$ cat src/rtl/prog_timer_pkg.sv
package prog_timer_pkg;

    typedef enum logic [1:0] {
        RLD_RUN  = 2'd0,
        RLD_PEND = 2'd1,
        RLD_DONE = 2'd2
    } rld_state_e;

    localparam logic [1:0] SEL_COUNT = 2'd0;
    localparam logic [1:0] SEL_MOD   = 2'd1;
    localparam logic [1:0] SEL_CTRL  = 2'd2;

    localparam int CTRL_EN_BIT = 2;
    localparam int RATE_W      = 2;

endpackage

$ cat src/rtl/prog_timer_tap.sv
module prog_timer_tap
    import prog_timer_pkg::*;
#(
    parameter int DIV_W  = 16,
    parameter int TAP_R0 = 9,
    parameter int TAP_R1 = 3,
    parameter int TAP_R2 = 5,
    parameter int TAP_R3 = 7
) (
    input  logic [DIV_W-1:0]  div_i,
    input  logic [RATE_W-1:0] rate_i,
    output logic              bit_o
);
    localparam int NSEL = 1 << RATE_W;

    logic [NSEL-1:0] cand;

    for (genvar g = 0; g < NSEL; g++) begin : g_tap
        localparam int POS = (g == 0) ? TAP_R0 :
                             (g == 1) ? TAP_R1 :
                             (g == 2) ? TAP_R2 : TAP_R3;
        assign cand[g] = div_i[POS];
    end

    assign bit_o = cand[rate_i];

endmodule

$ cat src/rtl/prog_timer_step.sv
module prog_timer_step (
    input  logic en_q,
    input  logic bit_cur,
    input  logic prev_q,
    input  logic ctl_wr,
    input  logic new_en,
    input  logic bit_new,
    output logic inc_o,
    output logic glitch_o,
    output logic prev_d_o
);
    logic tick_cur;
    logic tick_new;

    assign tick_cur = en_q & bit_cur;
    assign tick_new = new_en & bit_new;

    // A control write that pulls a high gated tap low behaves as an edge.
    assign glitch_o = ctl_wr & tick_cur & ~tick_new;
    assign inc_o    = (prev_q & ~tick_cur) | glitch_o;
    // After a control write, edge tracking restarts from the new setting.
    assign prev_d_o = ctl_wr ? tick_new : tick_cur;

endmodule

$ cat src/rtl/prog_timer.sv
module prog_timer
    import prog_timer_pkg::*;
#(
    parameter int DIV_W  = 16,
    parameter int CNT_W  = 8,
    parameter int TAP_R0 = 9,
    parameter int TAP_R1 = 3,
    parameter int TAP_R2 = 5,
    parameter int TAP_R3 = 7
) (
    input  logic             clk_i,
    input  logic             rst_ni,
    input  logic [DIV_W-1:0] div_i,
    input  logic             wr_en_i,
    input  logic [1:0]       wr_sel_i,
    input  logic [CNT_W-1:0] wr_data_i,
    input  logic [1:0]       rd_sel_i,
    output logic [CNT_W-1:0] rd_data_o,
    output logic             irq_o,
    output logic             irq_dly_o
);
    localparam logic [CNT_W-1:0] CNT_MAX = '1;
    localparam int CTRL_PAD = CNT_W - RATE_W - 1;

    typedef struct packed {
        logic [CNT_W-1:0]  count;
        logic [CNT_W-1:0]  modulo;
        logic              en;
        logic [RATE_W-1:0] rate;
        logic              prev;
        rld_state_e        rld;
        logic              glitch_ovf;
        logic              irq;
        logic              dly;
    } regs_t;

    localparam regs_t REGS_RST = '0;

    regs_t q, d;

    logic              wr_count, wr_mod, wr_ctrl;
    logic              new_en;
    logic [RATE_W-1:0] new_rate;
    logic              bit_cur, bit_new;
    logic              inc, glitch, prev_d;

    // Observation points for the bound checker
    logic [CNT_W-1:0]  cnt_cur;
    logic              en_cur;
    logic              rld_pend;

    assign wr_count = wr_en_i && (wr_sel_i == SEL_COUNT);
    assign wr_mod   = wr_en_i && (wr_sel_i == SEL_MOD);
    assign wr_ctrl  = wr_en_i && (wr_sel_i == SEL_CTRL);
    assign new_en   = wr_data_i[CTRL_EN_BIT];
    assign new_rate = wr_data_i[RATE_W-1:0];

    prog_timer_tap #(
        .DIV_W(DIV_W), .TAP_R0(TAP_R0), .TAP_R1(TAP_R1),
        .TAP_R2(TAP_R2), .TAP_R3(TAP_R3)
    ) u_tap_cur (
        .div_i (div_i),
        .rate_i(q.rate),
        .bit_o (bit_cur)
    );

    prog_timer_tap #(
        .DIV_W(DIV_W), .TAP_R0(TAP_R0), .TAP_R1(TAP_R1),
        .TAP_R2(TAP_R2), .TAP_R3(TAP_R3)
    ) u_tap_new (
        .div_i (div_i),
        .rate_i(new_rate),
        .bit_o (bit_new)
    );

    prog_timer_step u_step (
        .en_q    (q.en),
        .bit_cur (bit_cur),
        .prev_q  (q.prev),
        .ctl_wr  (wr_ctrl),
        .new_en  (new_en),
        .bit_new (bit_new),
        .inc_o   (inc),
        .glitch_o(glitch),
        .prev_d_o(prev_d)
    );

    always_comb begin
        d      = q;
        d.irq  = 1'b0;
        d.dly  = 1'b0;
        d.prev = prev_d;

        if (wr_mod) begin
            d.modulo = wr_data_i;
        end
        if (wr_ctrl) begin
            d.en   = new_en;
            d.rate = new_rate;
        end

        case (q.rld)
            RLD_PEND: begin
                d.irq = 1'b1;
                d.dly = ~q.glitch_ovf;
                d.rld = RLD_DONE;
            end
            RLD_DONE: d.rld = RLD_RUN;
            default:  d.rld = RLD_RUN;
        endcase

        if (wr_count) begin
            d.count = wr_data_i;
            if (q.rld == RLD_PEND) begin
                d.irq = 1'b0;
                d.dly = 1'b0;
                d.rld = RLD_RUN;
            end
        end else if (inc) begin
            if (q.count == CNT_MAX) begin
                d.count      = q.modulo;
                d.rld        = RLD_PEND;
                d.glitch_ovf = glitch;
            end else begin
                d.count = q.count + 1'b1;
            end
        end
    end

    always_ff @(posedge clk_i or negedge rst_ni) begin
        if (!rst_ni) begin
            q <= REGS_RST;
        end else begin
            q <= d;
        end
    end

    always_comb begin
        case (rd_sel_i)
            SEL_COUNT: rd_data_o = q.count;
            SEL_MOD:   rd_data_o = q.modulo;
            SEL_CTRL:  rd_data_o = {{CTRL_PAD{1'b0}}, q.en, q.rate};
            default:   rd_data_o = '0;
        endcase
    end

    assign irq_o     = q.irq;
    assign irq_dly_o = q.dly;
    assign cnt_cur   = q.count;
    assign en_cur    = q.en;
    assign rld_pend  = (q.rld == RLD_PEND);

endmodule

$ cat config.mk
export PLATFORM = sky130hd
export DESIGN_NAME = prog_timer
export DESIGN_NICKNAME = d
export VERILOG_FILES = /design/src/rtl/prog_timer_pkg.sv /design/src/rtl/prog_timer_tap.sv /design/src/rtl/prog_timer_step.sv /design/src/rtl/prog_timer.sv
export SDC_FILE = /design/constraint.sdc
export NUM_CORES = 1
export LEC_CHECK = 0
export BUFFER_PORTS_ARGS = -buffer_cell sky130_fd_sc_hd__buf_2
export CORE_MARGIN = 2
export CORE_UTILIZATION = 51
export DETAILED_ROUTE_END_ITERATION = 7
export PLACE_DENSITY = 0.77
export SETUP_SLACK_MARGIN = 0.4
export SLEW_MARGIN = 20
export SYNTH_ARGS = -nofsm -noshare
export SYNTH_HDL_FRONTEND = slang
export SYNTH_SLANG_ARGS = --single-unit
$ cat constraint.sdc
create_clock -name clk_i -period 2.4 [get_ports clk_i]
set_input_delay 0.24 -clock clk_i [delete_from_list [all_inputs] [get_ports clk_i]]
set_output_delay 0.24 -clock clk_i [all_outputs]
set_load 0.05 [all_outputs]
==> results.py, run 1 <==
metrics = {
    "clock_network": {
        "h-tree-depth": 1,
        "cts_buffer_depth": 2,
        "cts_tree": "built",
        "cts_buffers": 3,
        "clk_latency_ns": 0.34,
        "root_buffer": "clkbuf_4",
        "cts.clk_slew.worst_paths_ns": 0.15,
        "clkSinkCount": 25,
    },
    "synthesis": {
        "netlist_area_sq_um": 1470,
        "synth_top_area_cell": "dfrtp_1",
        "synth_common_cells": "dfrtp_1 (25), nand2_1 (17), mux2_2 (12)",
        "synth_edf_count": 0,
        "ys_async_sr_fraction_pct": 100,
        "synth_top_area_share_pct": 42.4,
        "yosys.area_share.simple_pct": 17.5,
        "synth_top_family_by_area": "multiplexers",
        "ys.flop_type": "dfrtp_1",
        "syn_area_per_cell_sq_um": 10.6,
        "synth_cell_types": 41,
        "ys_ff_latch": 25,
        "synth_compound_area_share_pct": 14.0,
        "synthesis.nets": 171,
        "synthXorXnorAreaFrac_pct": 0.594,
        "synthTopCellsByArea": "dfrtp_1 (42%), mux2_2 (9.2%), mux2i_1 (7.5%), nand2_1 (4.3%), mux4_2 (3.1%)",
        "yosysWarnings": 0,
        "synth_cells": 139,
        "synth.most_common_cell": "dfrtp_1",
        "synthMuxAreaShare_pct": 21.6,
        "synthAdderAreaFrac_pct": 0.849,
        "ys_seq_area_share_pct": 42.4,
    },
    "critical_path": {
        "cpPeakStageDelay_ns": 0.52,
        "worstPathMaxFanout": 6,
        "crit_chain": "mux4_2, nand2_2, mux2i_4, nor4_2, a211o_1",
        "critPathLaunchType": "flop",
        "cp.required_ns": 2.65,
        "arrival_ns": 2.18,
        "critical_path.top_delay_family": "multiplexers",
        "end_kind": "flop",
        "slowest_stage": "mux4_2",
        "path_class": "reg -> reg",
        "critPathBufInv": 0,
    },
    "layout": {
        "num_antenna_cells": 0,
        "final_nets": 200,
        "fin_util_pct": 60.9,
        "fin_cells": 198,
        "areaGrowthSynthToFinish_pct": 14.0,
        "drive_gt1_share_pct": 35.9,
    },
    "sta": {
        "finalWorstSetupSlack_ns": 0.471,
        "tns_ns": 0,
        "hold_viol": 0,
        "clock_skew_ns": 0.0124,
        "final-setup-viol-count": 0,
        "maxSlewViolCount": 0,
        "fin_crit_sh_pct": 80.4,
        "rsz0062_at_grt": "false",
        "max_slew_margin_pct": 61.9,
        "fmax_mhz": 519,
        "min_period_ns": 1.93,
        "tightest_slew_ns": 0.571,
    },
    "drt": {
        "drt_iter0_markers": 52,
        "routed_wl_mm": 3.21,
        "drc_errors": 0,
        "dr.pass1.iters": 6,
        "ant_nets": 0,
        "vias_per_cell": 6.05,
        "routedWlPerCell_um": 16.2,
        "num_vias": 1197,
    },
    "power_and_ir_drop": {
        "power_mw": 1.44,
        "irDropWorstVdd_mv": 0.456,
        "leakagePower_nw": 0.784,
        "powerDensity_nw_per_um2": 855,
    },
    "hold_path": {
        "hold_path.class": "in -> reg",
    },
    "place": {
        "dp_cells": 192,
        "post-place-ws_ns": 0.366,
        "gp_congestion": 0.800,
        "dpl.hpwl_mm": 2.26,
        "numPortBuffers": 28,
    },
    "floorplan": {
        "dieHeight_um": 57.8,
        "start_util_pct": 53.4,
        "dieArea_sq_um": 3340,
        "io_pins": 41,
        "die_w_um": 57.8,
        "rows": 19,
        "core_area_sq_um": 2760,
    },
    "global_routing": {
        "grt_remaining_overflow": 0,
        "grt_usage_pct": 19.9,
        "grt_pass1_vias": 1152,
        "grt_max_degree": 26,
        "antenna_found_initial": 0,
        "grt_first_pass_wirelength_mm": 5.18,
    },
    "run": {
        "maxCapViolations": 0,
    },
    "status": {
        "run_status": "complete, no violations",
    },
}
## repair_timing
action                                  4_1_cts  5_1_grt
buffers inserted                              0        1
gates resized for setup                       2        3
hold buffers                                  1        0
endpoints found under the setup margin        3        2
hold endpoints to repair                     25        0
## metrics by stage
step / hold slack (ns) / cell area [sq um]
2_1_floorplan: -0.0556 / 1470
3_3_place_gp: 0.257 / 1620
3_5_place_dp: 0.267 / 1620
4_1_cts: 0.118 / 1670
5_1_grt: 0.131 / 1680
6_report: 0.112 / 1680
## per-layer routing
metal	track usage, %	share of wire (%)
met3	2.90	5.8
met2	32.5	47
met1	26.2	45
met5	0	0
met4	8.97	2.0
## logic make-up after synthesis
family | Yosys count
AND/OR/NAND/NOR | 47
AO/OA/AOI/OAI | 30
multiplexers | 27
flip-flops | 25
buffers and inverters | 8
XOR/XNOR | 1
adder cells (fa/ha/maj) | 1
## sequential cells by signal (all words and copies together), names as in the netlist
name,flops
cnt_cur,8
en_cur,1
irq_dly_o,1
irq_o,1
q,14
## final cells by class
type / instances / area [sq um]
clock buffer: 3 / 22.5
clock inverter: 1 / 7.51
fill: 245 / 1080
inverter: 1 / 3.75
multi-input combinational: 106 / 816
sequential: 25 / 627
tap: 31 / 38.8
timing repair buffer: 31 / 165
## path summary, 6_finish.rpt
path,startpoint,end,slack (ns),cells past startpoint
max,q[6],cnt_cur[0],0.47,5
min,wr_data_i[5],cnt_cur[5],0.11,3
max reg2reg,q[6],cnt_cur[0],0.47,5
min reg2reg,q[2],irq_dly_o,0.47,1
max in group asynchronous,rst_ni,cnt_cur[0],1.59,2
min in group asynchronous,rst_ni,cnt_cur[3],0.40,2
## worst reg2reg max path, stage by stage, from the launching register on
cell and delay [ns]:
dfrtp_1 0.41, mux4_2 0.52, nand2_2 0.15, mux2i_4 0.39, nor4_2 0.08, a211o_1 0.28
## power by group
part / switching, mW / internal, mW / total (mW)
clock: 0.141 / 0.0641 / 0.205
sequential: 0.151 / 0.529 / 0.680
combinational: 0.307 / 0.245 / 0.552
## placed cells by master, fill, tap and decap left out, types with 2 or more instances in the layout
master / netlist / layout
nor2_1: 9 / 9
nand3b_1: 2 / 2
nand2_1: 17 / 17
clkbuf_4: 0 / 3
a41o_1: 2 / 2
a21oi_1: 6 / 6
and4_1: 2 / 2
mux2i_1: 11 / 11
a211o_1: 2 / 2
mux4_2: 2 / 2
mux2_2: 12 / 12
a31oi_1: 3 / 3
dfrtp_1: 25 / 24
o21ai_0: 5 / 5
buf_4: 0 / 2
buf_2: 2 / 28
o21ai_1: 5 / 5
nand3_1: 6 / 6
No activity file was read; power rests on OpenSTA's default activity.
==> run 2, diff against run 1 <==
CORE_UTILIZATION = 46   (was 51)
PLACE_DENSITY = 0.73   (was 0.77)
clock period = 1.65 ns   (was 2.4 ns; I/O delays follow)
==> results.py, run 2 (synthesis gave the netlist of run 1 again) <==
metrics = {
    "hold_path": {
        "hold_depth": 3,
        "min_to": "cnt_cur[5]",
        "hp-start": "wr_data_i[5]",
        "hold_path.class": "in -> reg",
    },
    "sta": {
        "max_slew_margin_pct": 62.2,
        "tightest_slew_ns": 0.568,
        "min_period_ns": 1.79,
        "finalWorstSetupSlack_ns": -0.140,
        "final-setup-viol-count": 10,
        "clock_skew_ns": 0.00665,
        "fmax_mhz": 559,
        "fin_crit_sh_pct": 108,
        "finalHoldWorstSlack_ns": 0.0610,
        "rsz0062_at_grt": "true",
        "hold_viol": 0,
        "maxSlewViolCount": 0,
    },
    "floorplan": {
        "start_util_pct": 48.3,
        "dieHeight_um": 60.6,
        "rows": 20,
        "dieArea_sq_um": 3670,
        "core_area_sq_um": 3050,
        "io_pins": 41,
        "die_w_um": 60.6,
    },
    "layout": {
        "fin_util_pct": 68.5,
        "num_antenna_cells": 0,
        "multi_input_area_sq_um": 945,
        "final_cell_mix": "dfrtp_1 (25), buf_2 (20), nand2_1 (17), buf_4 (17), buf_6 (15)",
        "regArea_sq_um": 626,
        "drive_gt1_share_pct": 52.6,
        "largest_reg_flops": 14,
        "nFillCells": 241,
        "areaGrowthSynthToFinish_pct": 41.9,
        "final_common_cell": "dfrtp_1",
        "final_nets": 225,
        "regMostFlops": "q",
        "fin_cells": 236,
        "final_area_sq_um": 2090,
    },
    "critical_path": {
        "critPathLaunchType": "flop",
        "worstRegToRegCells": 6,
        "critical_path.top_delay_family": "multiplexers",
        "critPathBufInv": 1,
        "timing.rr.end": "cnt_cur[7]",
        "path_class": "reg -> reg",
        "cp.required_ns": 1.90,
        "cpPeakStageDelay_ns": 0.54,
        "slowest_stage": "mux4_2",
        "crit_chain": "mux4_2, nand2_4, mux2i_4, buf_6, a21oi_2, o31ai_2",
        "end_kind": "flop",
        "r2r-start": "q[6]",
        "rrSetupSlack_ns": -0.14,
        "arrival_ns": 2.04,
        "worstPathMaxFanout": 5,
    },
    "global_routing": {
        "grt_remaining_overflow": 0,
        "grt_first_pass_wirelength_mm": 6.00,
        "grt_pass1_vias": 1302,
        "grt_usage_pct": 22.2,
        "grt_max_degree": 26,
        "antenna_found_initial": 0,
    },
    "clock_network": {
        "cts.clk_slew.worst_paths_ns": 0.14,
        "root_buffer": "clkbuf_4",
        "cts_tree": "built",
        "h-tree-depth": 1,
        "cts_buffers": 3,
        "clkSinkCount": 25,
        "clk_latency_ns": 0.32,
        "cts_buffer_depth": 2,
    },
    "drt": {
        "dr.pass1.iters": 4,
        "vias_per_cell": 5.70,
        "drt_iter0_markers": 62,
        "routedWlPerCell_um": 15.9,
        "routed_wl_mm": 3.76,
        "ant_nets": 0,
        "drc_errors": 0,
        "num_vias": 1345,
    },
    "place": {
        "place_area_sq_um": 1810,
        "dpl.hpwl_mm": 2.55,
        "numPortBuffers": 28,
        "post-place-ws_ns": -0.155,
        "dp_cells": 219,
        "gp_congestion": 0.803,
    },
    "status": {
        "violations": "negative setup slack",
        "run_status": "finished with violations",
    },
    "run": {
        "maxCapViolations": 0,
    },
    "power_and_ir_drop": {
        "powerDensity_nw_per_um2": 1310,
        "irDropWorstVdd_mv": 0.821,
        "leakagePower_nw": 0.938,
    },
}
-- run 2: cell count changes in the layout (fill, tap and decap cells not counted), sizes merged --
cell      previous run  this run
clkinvlp             1         0
clkbuf               3         4
buf                 30        54
mux2                13        14
-- run 2: per-layer routing --
layer,part of all wire [%],GRT usage [%],wire [um]
met3,5.2,5.97,195
met1,44,28.7,1660
met5,0,0,0
met2,50,37.8,1870
met4,0.77,4.35,29
-- run 2: power by group --
part	leakage, nW	internal [mW]	switching [mW]
combinational	0.615	0.820	0.722
clock	0.0150	0.0946	0.183
sequential	0.308	0.768	0.152
-- run 2: how the worst max path moves through the flow --
| stage | start | to | slack, ns | cells after the start |
|---|---|---|---|---|
| after global routing | q[6] | cnt_cur[7] | -0.23 | 6 |
| after global placement | q[6] | cnt_cur[7] | -0.12 | 6 |
| after floorplan | q[6] | cnt_cur[3] | -0.05 | 5 |
| final | q[6] | cnt_cur[7] | -0.14 | 6 |
| after detailed placement | q[6] | cnt_cur[7] | -0.16 | 6 |
| after CTS | q[6] | cnt_cur[7] | -0.16 | 6 |
-- run 2: cell type report --
class,count,area share [%]
inverter,1,0.179
timing repair buffer,55,20.9
clock buffer,4,1.26
sequential,25,29.9
multi-input combinational,107,45.2
tap,44,2.63
-- run 2: timing repair --
item | 4_1_cts | 5_1_grt
pin swaps | 6 | 6
buffers inserted | 10 | 1
cloned | 1 | 0
setup endpoints to repair | 19 | 20
gates resized for setup | 32 | 7
hold buffers | 1 | 0
endpoints found under the hold margin | 25 | 0
-- run 2: per-stage QoR --
stage	TNS (ns)	total power, mW
final	-1.02	2.74
after global routing	-1.68	2.90
after CTS	-1.24	2.65
after detailed placement	-1.03	2.04
after global placement	-0.780	2.00
after floorplan	-0.250	1.68
-- run 2: worst reg2reg max path, cell delays in order (launching register included) --
cell     delay [ns]
dfrtp_1        0.39
mux4_2         0.54
nand2_4        0.12
mux2i_4        0.31
buf_6          0.16
a21oi_2        0.04
o31ai_2        0.17
==> run 3, diff against run 2 <==
REMOVE_ABC_BUFFERS = 1   (was default)
TNS_END_PERCENT = 1   (was default)
==> results.py, run 3 (synthesis gave the netlist of run 1 again) <==
metrics = {
    "critical_path": {
        "end_kind": "flop",
        "critPathLaunchType": "flop",
        "rrSetupSlack_ns": -0.17,
        "timing.rr.end": "cnt_cur[3]",
        "cpPeakStageDelay_ns": 0.53,
        "crit_chain": "mux4_2, nand2_4, mux2i_4, buf_6, nor3b_2, o31a_1",
        "worstPathMaxFanout": 4,
        "r2r-start": "q[6]",
        "cp.required_ns": 1.88,
        "path_class": "reg -> reg",
        "worstRegToRegCells": 6,
        "arrival_ns": 2.06,
        "slowest_stage": "mux4_2",
    },
    "sta": {
        "min_period_ns": 1.82,
        "clock_skew_ns": 0.00227,
        "final-setup-viol-count": 9,
        "finalHoldWorstSlack_ns": 0.0466,
        "tns_ns": -1.12,
        "fmax_mhz": 548,
        "fin_crit_sh_pct": 111,
        "tightest_slew_ns": 0.558,
        "finalWorstSetupSlack_ns": -0.174,
        "hold_viol": 0,
        "max_slew_margin_pct": 62.8,
        "maxSlewViolCount": 0,
        "rsz0062_at_grt": "true",
    },
    "clock_network": {
        "clkSinkCount": 25,
        "cts_buffers": 3,
        "cts_buffer_depth": 2,
        "clk_latency_ns": 0.33,
        "cts_tree": "built",
        "root_buffer": "clkbuf_4",
        "h-tree-depth": 1,
        "cts.clk_slew.worst_paths_ns": 0.14,
    },
    "layout": {
        "nFillCells": 255,
        "num_antenna_cells": 0,
        "fin_cells": 227,
        "multi_input_area_sq_um": 828,
        "final_cell_mix": "dfrtp_1 (25), buf_2 (20), nand2_1 (17), buf_6 (17), mux2_2 (12)",
        "drive_gt1_share_pct": 41.5,
        "final_common_cell": "dfrtp_1",
        "final_nets": 216,
        "final_area_sq_um": 1910,
        "largest_reg_flops": 14,
        "regMostFlops": "q",
        "areaGrowthSynthToFinish_pct": 29.5,
        "regArea_sq_um": 626,
    },
    "global_routing": {
        "antenna_found_initial": 0,
        "grt_first_pass_wirelength_mm": 5.84,
        "grt_max_degree": 26,
        "grt_usage_pct": 21.6,
        "grt_remaining_overflow": 0,
        "grt_pass1_vias": 1281,
    },
    "floorplan": {
        "rows": 20,
        "core_area_sq_um": 3050,
        "dieArea_sq_um": 3670,
        "start_util_pct": 48.3,
        "die_w_um": 60.6,
        "io_pins": 41,
        "dieHeight_um": 60.6,
    },
    "place": {
        "dpl.hpwl_mm": 2.45,
        "numPortBuffers": 28,
        "place_area_sq_um": 1750,
        "gp_congestion": 0.822,
        "dp_cells": 220,
    },
    "hold_path": {
        "hold_path.class": "in -> reg",
        "min_to": "cnt_cur[5]",
        "hp-start": "wr_data_i[5]",
        "hold_depth": 3,
    },
    "drt": {
        "drt_iter0_markers": 26,
        "drc_errors": 0,
        "vias_per_cell": 5.55,
        "dr.pass1.iters": 4,
        "num_vias": 1259,
        "ant_nets": 0,
        "routed_wl_mm": 3.45,
        "routedWlPerCell_um": 15.2,
    },
    "run": {
        "maxCapViolations": 0,
    },
    "status": {
        "violations": "negative setup slack",
        "run_status": "finished with violations",
    },
    "power_and_ir_drop": {
        "irDropWorstVdd_mv": 0.623,
        "leakagePower_nw": 0.891,
        "powerDensity_nw_per_um2": 1250,
    },
}
## run 3: what timing repair did
| item | 4_1_cts | 5_1_grt |
|---|---|---|
| pin swaps | 12 | 9 |
| setup buffers | 2 | 0 |
| endpoints found under the setup margin | 19 | 19 |
| hold buffers | 1 | 0 |
| resized for setup | 32 | 2 |
| endpoints found under the hold margin | 25 | 0 |
## run 3: layer usage
layer	wire length (um)	GRT usage [%]	part of all wire, %
met3	136	2.77	3.9
met5	0	0	0
met1	1520	27.9	44
met2	1750	38.1	51
met4	41	5.90	1.2
## run 3: cell type report
cell class                      instances  area share [%]
Sequential cell                        25            32.8
Clock buffer                            3            1.18
Multi-Input combinational cell        106            43.4
Clock inverter                          1           0.262
Tap cell                               44            2.88
Inverter                                1           0.197
Timing Repair Buffer                   47            19.3
## run 3: power by group
part | internal (mW) | total [mW] | leakage, nW | switching, mW
Combinational | 0.596 | 1.19 | 0.565 | 0.596
Clock | 0.0911 | 0.287 | 0.0177 | 0.196
Sequential | 0.768 | 0.915 | 0.308 | 0.147
Total | 1.45 | 2.39 | 0.891 | 0.939
## run 3: through the flow
stage / setup slack (ns) / total power, mW / util [%]
2_1_floorplan: -0.200 / 1.55 / -
3_3_place_gp: -0.138 / 1.90 / 57.3
3_5_place_dp: -0.242 / 1.94 / 57.3
4_1_cts: -0.182 / 2.39 / 62.3
5_1_grt: -0.209 / 2.55 / 62.5
6_report: -0.174 / 2.39 / 62.5
## run 3: worst max path at each step
stage,slack (ns),endpoint,startpoint,cells past startpoint
final,-0.17,cnt_cur[3],q[6],6
after global routing,-0.21,cnt_cur[5],q[6],7
after CTS,-0.18,cnt_cur[7],q[6],6
after detailed placement,-0.24,cnt_cur[7],q[6],6
after global placement,-0.14,cnt_cur[7],q[6],6
after floorplan,-0.20,cnt_cur[0],q[6],5
## run 3: critical path: cells and delay by family, from the launching register on
family | cells | cell delay, ns
mux | 2 | 0.81
flops | 1 | 0.40
compound gates | 1 | 0.23
simple gates | 2 | 0.15
buf+inv | 1 | 0.13
